<file path="config.mk">
export PLATFORM = sky130hd
export DESIGN_NAME = adc_seq_ctrl
export DESIGN_NICKNAME = d
export VERILOG_FILES = /design/src/rtl/adc_seq_pkg.sv /design/src/rtl/adc_clk_div.sv /design/src/rtl/adc_trig_edge.sv /design/src/rtl/adc_chan_pick.sv /design/src/rtl/adc_seq_ctrl.sv
export SDC_FILE = /design/constraint.sdc
export NUM_CORES = 1
export LEC_CHECK = 0
export BUFFER_PORTS_ARGS = -buffer_cell sky130_fd_sc_hd__buf_2
export CORE_UTILIZATION = 50
export CTS_BUF_LIST = sky130_fd_sc_hd__clkbuf_8 sky130_fd_sc_hd__clkbuf_16
export CTS_CLUSTER_SIZE = 25
export DETAILED_ROUTE_END_ITERATION = 6
export GPL_TIMING_DRIVEN = 1
export PLACE_DENSITY = 0.83
export SYNTH_ARGS = -nofsm -noshare
export SYNTH_HDL_FRONTEND = slang
export SYNTH_SLANG_ARGS = --single-unit
</file>
<file path="constraint.sdc">
create_clock -name clk_i -period 2.55 [get_ports clk_i]
set_input_delay 0.51 -clock clk_i [delete_from_list [all_inputs] [get_ports clk_i]]
set_output_delay 0.51 -clock clk_i [all_outputs]
set_load 0.005 [all_outputs]
</file>
<file path="src/rtl/adc_seq_pkg.sv">
package adc_seq_pkg;
  localparam int CFG_W = 32;
  localparam logic [CFG_W-1:0] CFG_RESET = 32'h0000_0001;
  localparam logic [2:0] START_NONE = 3'd0;
  localparam logic [2:0] START_NOW  = 3'd1;
  localparam logic [3:0] FULL_CLKS  = 4'd11;

  typedef struct packed {
    logic [6:0] rsvd;
    logic       pwr_on;
    logic [2:0] res;
    logic       burst;
    logic       edge_rise;
    logic [2:0] start;
    logic [7:0] div;
    logic [7:0] sel;
  } cfg_t;
endpackage

</file>
<file path="src/rtl/adc_clk_div.sv">
module adc_clk_div #(
  parameter int DIV_W = 8
) (
  input  logic             clk_i,
  input  logic             rst_ni,
  input  logic             en_i,
  input  logic             restart_i,
  input  logic [DIV_W-1:0] div_i,
  output logic             tick_o
);
  logic [DIV_W-1:0] cnt_q;

  always_ff @(posedge clk_i or negedge rst_ni) begin
    if (!rst_ni)                   cnt_q <= '0;
    else if (!en_i || restart_i)   cnt_q <= '0;
    else if (cnt_q >= div_i)       cnt_q <= '0;
    else                           cnt_q <= cnt_q + 1'b1;
  end

  assign tick_o = en_i && (cnt_q == div_i);
endmodule

</file>
<file path="src/rtl/adc_trig_edge.sv">
module adc_trig_edge #(
  parameter int N = 6
) (
  input  logic         clk_i,
  input  logic         rst_ni,
  input  logic [N-1:0] trig_i,
  output logic [N-1:0] rise_o,
  output logic [N-1:0] fall_o
);
  for (genvar g = 0; g < N; g++) begin : g_line
    logic s1_q, s2_q, s3_q;
    always_ff @(posedge clk_i or negedge rst_ni) begin
      if (!rst_ni) begin
        s1_q <= 1'b0;
        s2_q <= 1'b0;
        s3_q <= 1'b0;
      end else begin
        s1_q <= trig_i[g];
        s2_q <= s1_q;
        s3_q <= s2_q;
      end
    end
    assign rise_o[g] =  s2_q && !s3_q;
    assign fall_o[g] = !s2_q &&  s3_q;
  end
endmodule

</file>
<file path="src/rtl/adc_chan_pick.sv">
module adc_chan_pick #(
  parameter int NCH = 8,
  localparam int CHW = $clog2(NCH)
) (
  input  logic [NCH-1:0] sel_i,
  input  logic [CHW-1:0] prev_i,
  input  logic           cont_i,
  output logic [CHW-1:0] chan_o
);
  logic [NCH-1:0] eff;
  logic [CHW-1:0] first, nxt;
  logic           got_first, got_nxt;

  assign eff = (sel_i == '0) ? NCH'(1) : sel_i;

  always_comb begin
    first = '0;
    nxt = '0;
    got_first = 1'b0;
    got_nxt = 1'b0;
    for (int i = 0; i < NCH; i++) begin
      if (eff[i] && !got_first) begin
        first = CHW'(i);
        got_first = 1'b1;
      end
      if (eff[i] && !got_nxt && cont_i && (i > int'(prev_i))) begin
        nxt = CHW'(i);
        got_nxt = 1'b1;
      end
    end
    chan_o = got_nxt ? nxt : first;
  end
endmodule

</file>
<file path="src/rtl/adc_seq_ctrl.sv">
module adc_seq_ctrl
  import adc_seq_pkg::*;
#(
  parameter int NCH   = 8,
  parameter int NTRIG = 6,
  localparam int CHW  = $clog2(NCH)
) (
  input  logic             clk_i,
  input  logic             rst_ni,
  input  logic             cfg_we_i,
  input  logic [CFG_W-1:0] cfg_wdata_i,
  output logic [CFG_W-1:0] cfg_rdata_o,
  input  logic [NTRIG-1:0] trig_i,
  output logic             conv_clk_en_o,
  output logic             conv_start_o,
  output logic             conv_active_o,
  output logic [CHW-1:0]   conv_chan_o,
  output logic             conv_done_o,
  output logic [CHW-1:0]   done_chan_o,
  output logic [3:0]       done_bits_o
);
  cfg_t cfg_q;
  logic [NTRIG-1:0] rise, fall;
  logic [7:0] rise_x, fall_x;
  logic [2:0] trig_idx;
  logic edge_hit, sw_go, launch, tick, burst_run_q;
  logic active_q, start_q, done_q;
  logic [CHW-1:0] chan_q, pick, done_chan_q;
  logic [3:0] need_q, ticks_q, clocks, done_bits_q;

  adc_trig_edge #(.N(NTRIG)) u_trig (
    .clk_i, .rst_ni, .trig_i, .rise_o(rise), .fall_o(fall)
  );

  adc_clk_div #(.DIV_W(8)) u_div (
    .clk_i, .rst_ni, .en_i(cfg_q.pwr_on), .restart_i(launch),
    .div_i(cfg_q.div), .tick_o(tick)
  );

  adc_chan_pick #(.NCH(NCH)) u_pick (
    .sel_i(cfg_q.sel[NCH-1:0]), .prev_i(chan_q), .cont_i(burst_run_q), .chan_o(pick)
  );

  assign rise_x   = 8'(rise);
  assign fall_x   = 8'(fall);
  assign trig_idx = cfg_q.start - 3'd2;
  assign edge_hit = (cfg_q.start >= 3'd2) &&
                    (cfg_q.edge_rise ? rise_x[trig_idx] : fall_x[trig_idx]);
  assign sw_go    = (cfg_q.start == START_NOW) || edge_hit;
  assign launch   = !active_q && cfg_q.pwr_on && (cfg_q.burst || sw_go);
  assign clocks   = cfg_q.burst ? (FULL_CLKS - {1'b0, cfg_q.res}) : FULL_CLKS;

  always_ff @(posedge clk_i or negedge rst_ni) begin
    if (!rst_ni) begin
      cfg_q <= cfg_t'(CFG_RESET);
    end else if (cfg_we_i) begin
      cfg_q <= cfg_t'(cfg_wdata_i);
    end else if (launch && !cfg_q.burst && cfg_q.start == START_NOW) begin
      cfg_q.start <= START_NONE;
    end
  end

  always_ff @(posedge clk_i or negedge rst_ni) begin
    if (!rst_ni)             burst_run_q <= 1'b0;
    else if (!cfg_q.burst)   burst_run_q <= 1'b0;
    else if (launch)         burst_run_q <= 1'b1;
  end

  always_ff @(posedge clk_i or negedge rst_ni) begin
    if (!rst_ni) begin
      active_q    <= 1'b0;
      start_q     <= 1'b0;
      done_q      <= 1'b0;
      chan_q      <= '0;
      need_q      <= '0;
      ticks_q     <= '0;
      done_chan_q <= '0;
      done_bits_q <= '0;
    end else begin
      start_q <= launch;
      done_q  <= 1'b0;
      if (launch) begin
        active_q <= 1'b1;
        chan_q   <= pick;
        need_q   <= clocks;
        ticks_q  <= '0;
      end else if (active_q) begin
        if (!cfg_q.pwr_on) begin
          active_q <= 1'b0;  // power-down abandons the window
        end else if (tick) begin
          if (ticks_q == need_q - 4'd1) begin
            active_q    <= 1'b0;
            done_q      <= 1'b1;
            done_chan_q <= chan_q;
            done_bits_q <= need_q - 4'd1;
          end else begin
            ticks_q <= ticks_q + 4'd1;
          end
        end
      end
    end
  end

  assign cfg_rdata_o   = cfg_q;
  assign conv_clk_en_o = tick;
  assign conv_start_o  = start_q;
  assign conv_active_o = active_q;
  assign conv_chan_o   = chan_q;
  assign conv_done_o   = done_q;
  assign done_chan_o   = done_chan_q;
  assign done_bits_o   = done_bits_q;
endmodule

</file>
* Yosys cells after proc, flatten, opt, wreduce, memory -nomap -nowiden
Index checks and enable logic that the tools add are counted.
** Cells by class
- Mux-type cells :: 57
- Add/sub/neg operators :: 5
- Eq/ne operators :: 5
- Reduce and logical (&&, ||, !) cells :: 83
- Shift-type cells :: 0
- $lt $le $gt $ge :: 10
- Bitwise gates (word level) :: 1
- $mul :: 0
- Divide/modulo/power cells :: 0
** Operators by type and width (number)
- logical AND 1 bit :: 45
- two-way mux 3 bit :: 13
- two-way mux 1 bit :: 31
- logical NOT 1 bit :: 28
- two-way mux 4 bit :: 6
- two-way mux 8 bit :: 3
- greater-than comparator 3 bit (first input constant) :: 4
- adder 8 x 1 -> 8 bit (second input constant) :: 1
- equality test 8 bit :: 1
- >= comparator 8 bit :: 1
- logical NOT 8 bit :: 1
- nonzero test 2 bit :: 4
- binary-select mux 1 bit (select 3 bit) :: 2
- greater-than comparator 2 x 3 -> 1 bit (first input constant) :: 2
- AND reduction 5 bit :: 1
- adder 4 x 1 -> 4 bit (second input constant) :: 1
- equality test 4 bit :: 1
- less-than comparator 3 x 4 -> 1 bit (second input constant) :: 1
- two-way mux 2 bit :: 2
- AND reduction 4 bit :: 1
- subtractor 4 x 1 -> 4 bit (second input constant) :: 1
- subtractor 4 x 3 -> 4 bit (first input constant) :: 1
- equality test 3 x 1 -> 1 bit (second input constant) :: 1
- >= comparator 3 x 2 -> 1 bit (second input constant) :: 1
- 6 further kinds :: 8
** Storage, ports and cells
- Bits in writable memories :: 0
- Output and inout bits :: 46
- Memories :: 0
- Bits of input ports :: 41
- Word-level logic and storage cells :: 197
- ROM bits :: 0
- Latch bits :: 0
- Bits in registers :: 80

* Logic depth before layout (Yosys ltp)
- Word-level depth :: 36
- Depth in mapped cells :: 10
- Depth with buffers taken out :: 8

* Hierarchy
From an unflattened synthesis, not the netlist that was laid out.
** Unflattened totals
- Cell total of the unflattened synthesis :: 306
- Area total of the unflattened synthesis :: 3827.4 um2
** Modules (own cells, without submodules)
- adc_seq_ctrl :: seq. area each 1352.5 um2, cells an instance 177, instances 1, area each 2428.6 um2
- adc_clk_div :: seq. area each 200.2 um2, cells an instance 62, instances 1, area each 606.8 um2
- adc_trig_edge :: seq. area each 450.4 um2, cells an instance 30, instances 1, area each 555.5 um2
- adc_chan_pick :: seq. area each 0.0 um2, cells an instance 37, instances 1, area each 236.5 um2

* Worst setup path before layout
Ideal clock, no wire load.
- Path type :: register to register
- From :: register need_q[0]
- To :: register done_bits_q[0], in the netlist done_bits_o[0]
- Setup time :: 125 ps
- Period minus slack after synthesis :: 2310 ps
- Arrival time :: 2185 ps
- Path slack :: 240 ps
- Cell stages (with the launch flop) :: 9
- Buffers on the path :: 1
- Required time :: 2425 ps
- Path through :: dfrtp_1 > inv_1 > ha_1 > xnor3_1 > nand3_1 > or2_1 > or4_4 > buf_6 > mux2_4
** Between the ends
- Longest elaborated chain between the ends :: 3
** RTL lines
- from (decl) :: RTL line adc_seq_ctrl.sv:29 : logic [3:0] need_q, ticks_q, clocks, done_bits_q;
- from (signal assigned) :: RTL line adc_seq_ctrl.sv:85 : need_q <= clocks;
- subtractor 4 x 1 -> 4 bit (*) :: RTL line adc_seq_ctrl.sv:91, adc_seq_ctrl.sv:95
- equality test 4 bit :: RTL line adc_seq_ctrl.sv:91 : if (ticks_q == need_q - 4'd1) begin
- AND reduction 5 bit (no line)
- to (signal assigned) :: RTL line adc_seq_ctrl.sv:95 : done_bits_q <= need_q - 4'd1;
- to (decl) :: RTL line adc_seq_ctrl.sv:29
Every way passes the cells marked *; elsewhere a longest branch is shown, timed or not.
A chain may end at the register's enable or synchronous reset.

* Worst setup path in the final report
- From :: register need_q[0]
- To :: register done_bits_q[2], in the netlist done_bits_o[2]
Same word-level chain as after synthesis.

==> flow_results.org <==
** Setup path
- Ordered list of cells on the worst path :: inv_1, ha_1, xor2_1, nand3_1, or2_1, or4_4, mux2_4
- Data on the critical path is required at its endpoint by 2.79 ns.
- Endpoint class of the critical path :: flip-flop
- For the worst setup path, the data arrival time is 2.60 ns.
- The critical path in this run is classified as reg -> reg.
- The worst setup path is launched from a flip-flop.
- Max FO, Critical Path :: 8
- Largest stage delay, worst path :: ~0.52 ns
- Counting cells, the worst reg-to-reg path comes to 7.
- Max stage delay cell, worst path :: sky130_fd_sc_hd__or4_4

** Synth
- Sequential area share after synthesis :: between 50% and 60%
- Syn Std Cell Area :: between 3000 and 4000 sq um
- The top cell type by area accounts for between 50% and 60% of the synthesized area.
- Counting every net in the synthesized netlist gives 375.
- Yosys top cell by area :: sky130_fd_sc_hd__dfrtp_1
- Number of flops mapped to enable cells by yosys :: 0
- Largest cells by area after synthesis :: sky130_fd_sc_hd__dfrtp_1, sky130_fd_sc_hd__mux2_2, sky130_fd_sc_hd__ha_1
- Count of cell types in the netlist :: 57
- For this run, the leading register cell type out of synthesis is sky130_fd_sc_hd__dfrtp_1.
- Yosys warnings :: 0
- Synthesis produced ~320 cells.
- Flip-flop and latch count after synthesis :: 80
- Share of flip-flops with an asynchronous set or reset :: 100%
- Mean cell area of the mapped netlist :: 11.4 sq um

** STA
- Maximum operating frequency :: around 0.42 GHz
- Setup violations remaining at the end of the flow were counted as 0.
- In this run the tightest slew margin relative to its limit is 31.8%.
- TNS Setup :: 0 ns
- For the finished layout, the period the worst path requires is roughly 2.4 ns.
- Transition at the pin with the smallest max-transition slack :: 1.01 ns
- The clock arrives with slightly below 0.009 ns of skew.
- Unrepaired setup endpoints after global routing :: false
- The final-report max-slew violation count is 0.
- Crit share post-route :: between 90% and 100%
- The final hold violation count is 0.

** Status
- Status :: completed

** Routing
- Via total after detailed routing :: ~2700
- Count of TritonRoute iterations in the first routing pass :: 4
- WL per Instance :: 14.7 microns
- The count of nets left with antenna violations once routing finished came out at 0.
- After detailed routing, the number of vias per cell comes to 5.37.
- For this block, the routed nets add up to between 7000 and 8000 microns of wire.
- For this block, the initial DRC count from the detailed router was between 90 and 100.
- After detailed routing, the number of remaining DRC violations is 0.

** Clock network
- TritonCTS created 9 clock buffers.
- Clock tree from TritonCTS :: built
- After clock tree synthesis, the clock-pin slew on the worst setup and hold paths is around 0.080 ns.
- The clock reaches the later pin of the worst-skew pair after approximately 0.35 ns.
- After clock tree synthesis, the flow added hold-fix buffers numbering 0.
- Clock buffer depth :: 2
- Number of sinks on the clock net :: 80
- H-tree depth :: 3
- The tree is rooted in a sky130_fd_sc_hd__clkbuf_8.

** Global routing
- First-pass GRT wire length :: ~13000 microns
- Global routing usage summed across all routing layers :: between 20% and 30%
- The initial antenna violation count came to 0.
- The number of global-route vias before repair was 2760.
- Entering global routing, the biggest net connects 43 pins.
- Global routing finished with a remaining overflow of 0.

** Final layout
- Count of inserted antenna diode cells :: 0
- Commonest non-fill, non-tap cell in the layout :: sky130_fd_sc_hd__buf_2
- Final cell count without fillers :: approximately 510
- Final net count :: roughly 460
- The post-route netlist has 32.7% of its cells at a drive strength greater than 1.
- The finished cells cover 4440 sq um.
- Post-layout utilization of the core :: 63.9%
- Synthesis-to-finish area growth :: 20.6%
- Top library cells by usage in the layout, fill and taps aside :: sky130_fd_sc_hd__buf_2, sky130_fd_sc_hd__dfrtp_1, sky130_fd_sc_hd__inv_1, sky130_fd_sc_hd__nand2_1, sky130_fd_sc_hd__o21ai_0

** Place
- Once placement completed, the tool counted placed cells totaling about 500.
- The HPWL after detailed placement is ~5500 microns.
- The count of buffers added on input and output ports is 86.
- Instance area at placement :: between 4000 and 5000 sq um
- Routability-driven placement finished with a final weighted congestion of ~0.86.

** Floorplan
- The die is between 80 and 90 microns tall.
- Row generation in the floorplan step produced 30 rows.
- The floorplan step set the die width to approximately 90 microns.
- Area enclosed by the die boundary :: 7700 sq um
- Initial Utilization :: between 50 and 60%
- Pin placement for this block handled 87 I/O pins.
- Core box area :: 6940 sq um

** Power and ir drop
- In this run the power density over the cells is about 740 nW/um^2.
- Leakage power figure :: roughly 2.2 nW
- The worst-case IR drop observed on VDD is roughly 480 uV.
- Design Power :: 3.29 mW

** Min path
- In this run the worst hold path is classified as in -> async.

** Run
- Max cap viols :: 0
## cells by family (layout without fill, tap and decap cells)
group,count (synthesis),in the layout,share of synthesized area (%)
buf+inv,36,130,4.08
simple gates,95,95,14.1
compound gates,60,60,11.0
xor+xnor,13,13,3.84
flops,80,80,54.5
fa+ha+maj,12,12,4.08
mux,26,26,8.50
## worst paths after layout
| kind | start | endpoint | slack [ns] |
|---|---|---|---|
| min in group clk_i | trig_i[2] | u_trig.g_line[2].s1_q$_DFF_PN0_ | 0.26 |
| setup / recovery | need_q[0]$_DFFE_PN0P_ | done_bits_o[2]$_DFFE_PN0P_ | 0.19 |
| hold reg to reg | u_trig.g_line[3].s1_q$_DFF_PN0_ | u_trig.g_line[3].s2_q$_DFF_PN0_ | 0.35 |
| setup reg to reg | need_q[0]$_DFFE_PN0P_ | done_bits_o[2]$_DFFE_PN0P_ | 0.19 |
| max in group asynchronous | rst_ni | cfg_rdata_o[8]$_DFFE_PN0P_ | 1.84 |
| hold / removal | rst_ni | cfg_rdata_o[27]$_DFFE_PN0P_ | 0.13 |
## layer usage
metal  part of all wire (%)  wire, microns  global-route usage [%]
met1                     45           3370                    29.2
met5                      0              0                       0
met3                    6.2            470                    6.31
met4                    1.2             89                    7.30
met2                     48           3600                    35.4
## power breakdown
| group | switching (mW) | total, mW | internal (mW) |
|---|---|---|---|
| clock network | 0.452 | 1.03 | 0.575 |
| logic | 0.346 | 0.693 | 0.347 |
| registers | 0.171 | 1.57 | 1.40 |
## synthesized netlist by cell type (all sizes together) (2+ instances only)
master and count:
dfrtp 79, nand2 25, inv 24, mux2 24, o21ai 21, nor3 16
ha 12, nand2b 10, nor2 8, a21oi 7, buf 7, xor2 6
and3 5, clkbuf 5, o21a 5, xnor2 5, nand3 4, nand4 4
nor2b 4, nor3b 4, nor4 4, a21boi 3, o221ai 3, or2 3
a211oi 2, a22oi 2, and3b 2, mux2i 2, o21bai 2, o311ai 2
o41ai 2, or3 2, xnor3 2
## worst max-delay path: cells and delay by family (launching register included)
family	cells	cell delay, ns
buffers and inverters	1	0.10
DFF	1	0.42
adders and majority gates	1	0.33
xor gates and xnor gates	1	0.18
muxes	1	0.33
and+or+nand+nor	3	0.88
## what timing repair did
action,4_1_cts,5_1_grt
gates resized for setup,0,0
endpoints found under the setup margin,0,6
setup buffers,0,1
## layout make-up
cell class	instances	area (sq um)
Fill cell	558	2510
Sequential cell	80	2000
Multi-Input combinational cell	206	1530
Timing Repair Buffer	90	475
Clock buffer	10	138
Tap cell	96	120
Inverter	24	90.1
Clock inverter	6	85.1
## metrics by stage
step                      setup WS (ns)  hold slack, ns
after floorplan                   0.240           0.214
after global placement            0.225           0.334
after detailed placement          0.147           0.335
after CTS                         0.127           0.148
after global routing             0.0620           0.165
final                             0.195           0.132
## flip-flops by register name, summed over array words and instances, names as in the netlist
register / cells
cfg_rdata_o: 32
u_div.cnt_q: 8
u_trig.g_line.s1_q: 6
u_trig.g_line.s2_q: 6
u_trig.g_line.s3_q: 6
done_bits_o: 4
need_q: 4
ticks_q: 4
conv_chan_o: 3
done_chan_o: 3
burst_run_q: 1
conv_active_o: 1
conv_done_o: 1
conv_start_o: 1
Note: power is estimated with default switching activity, not from simulation.
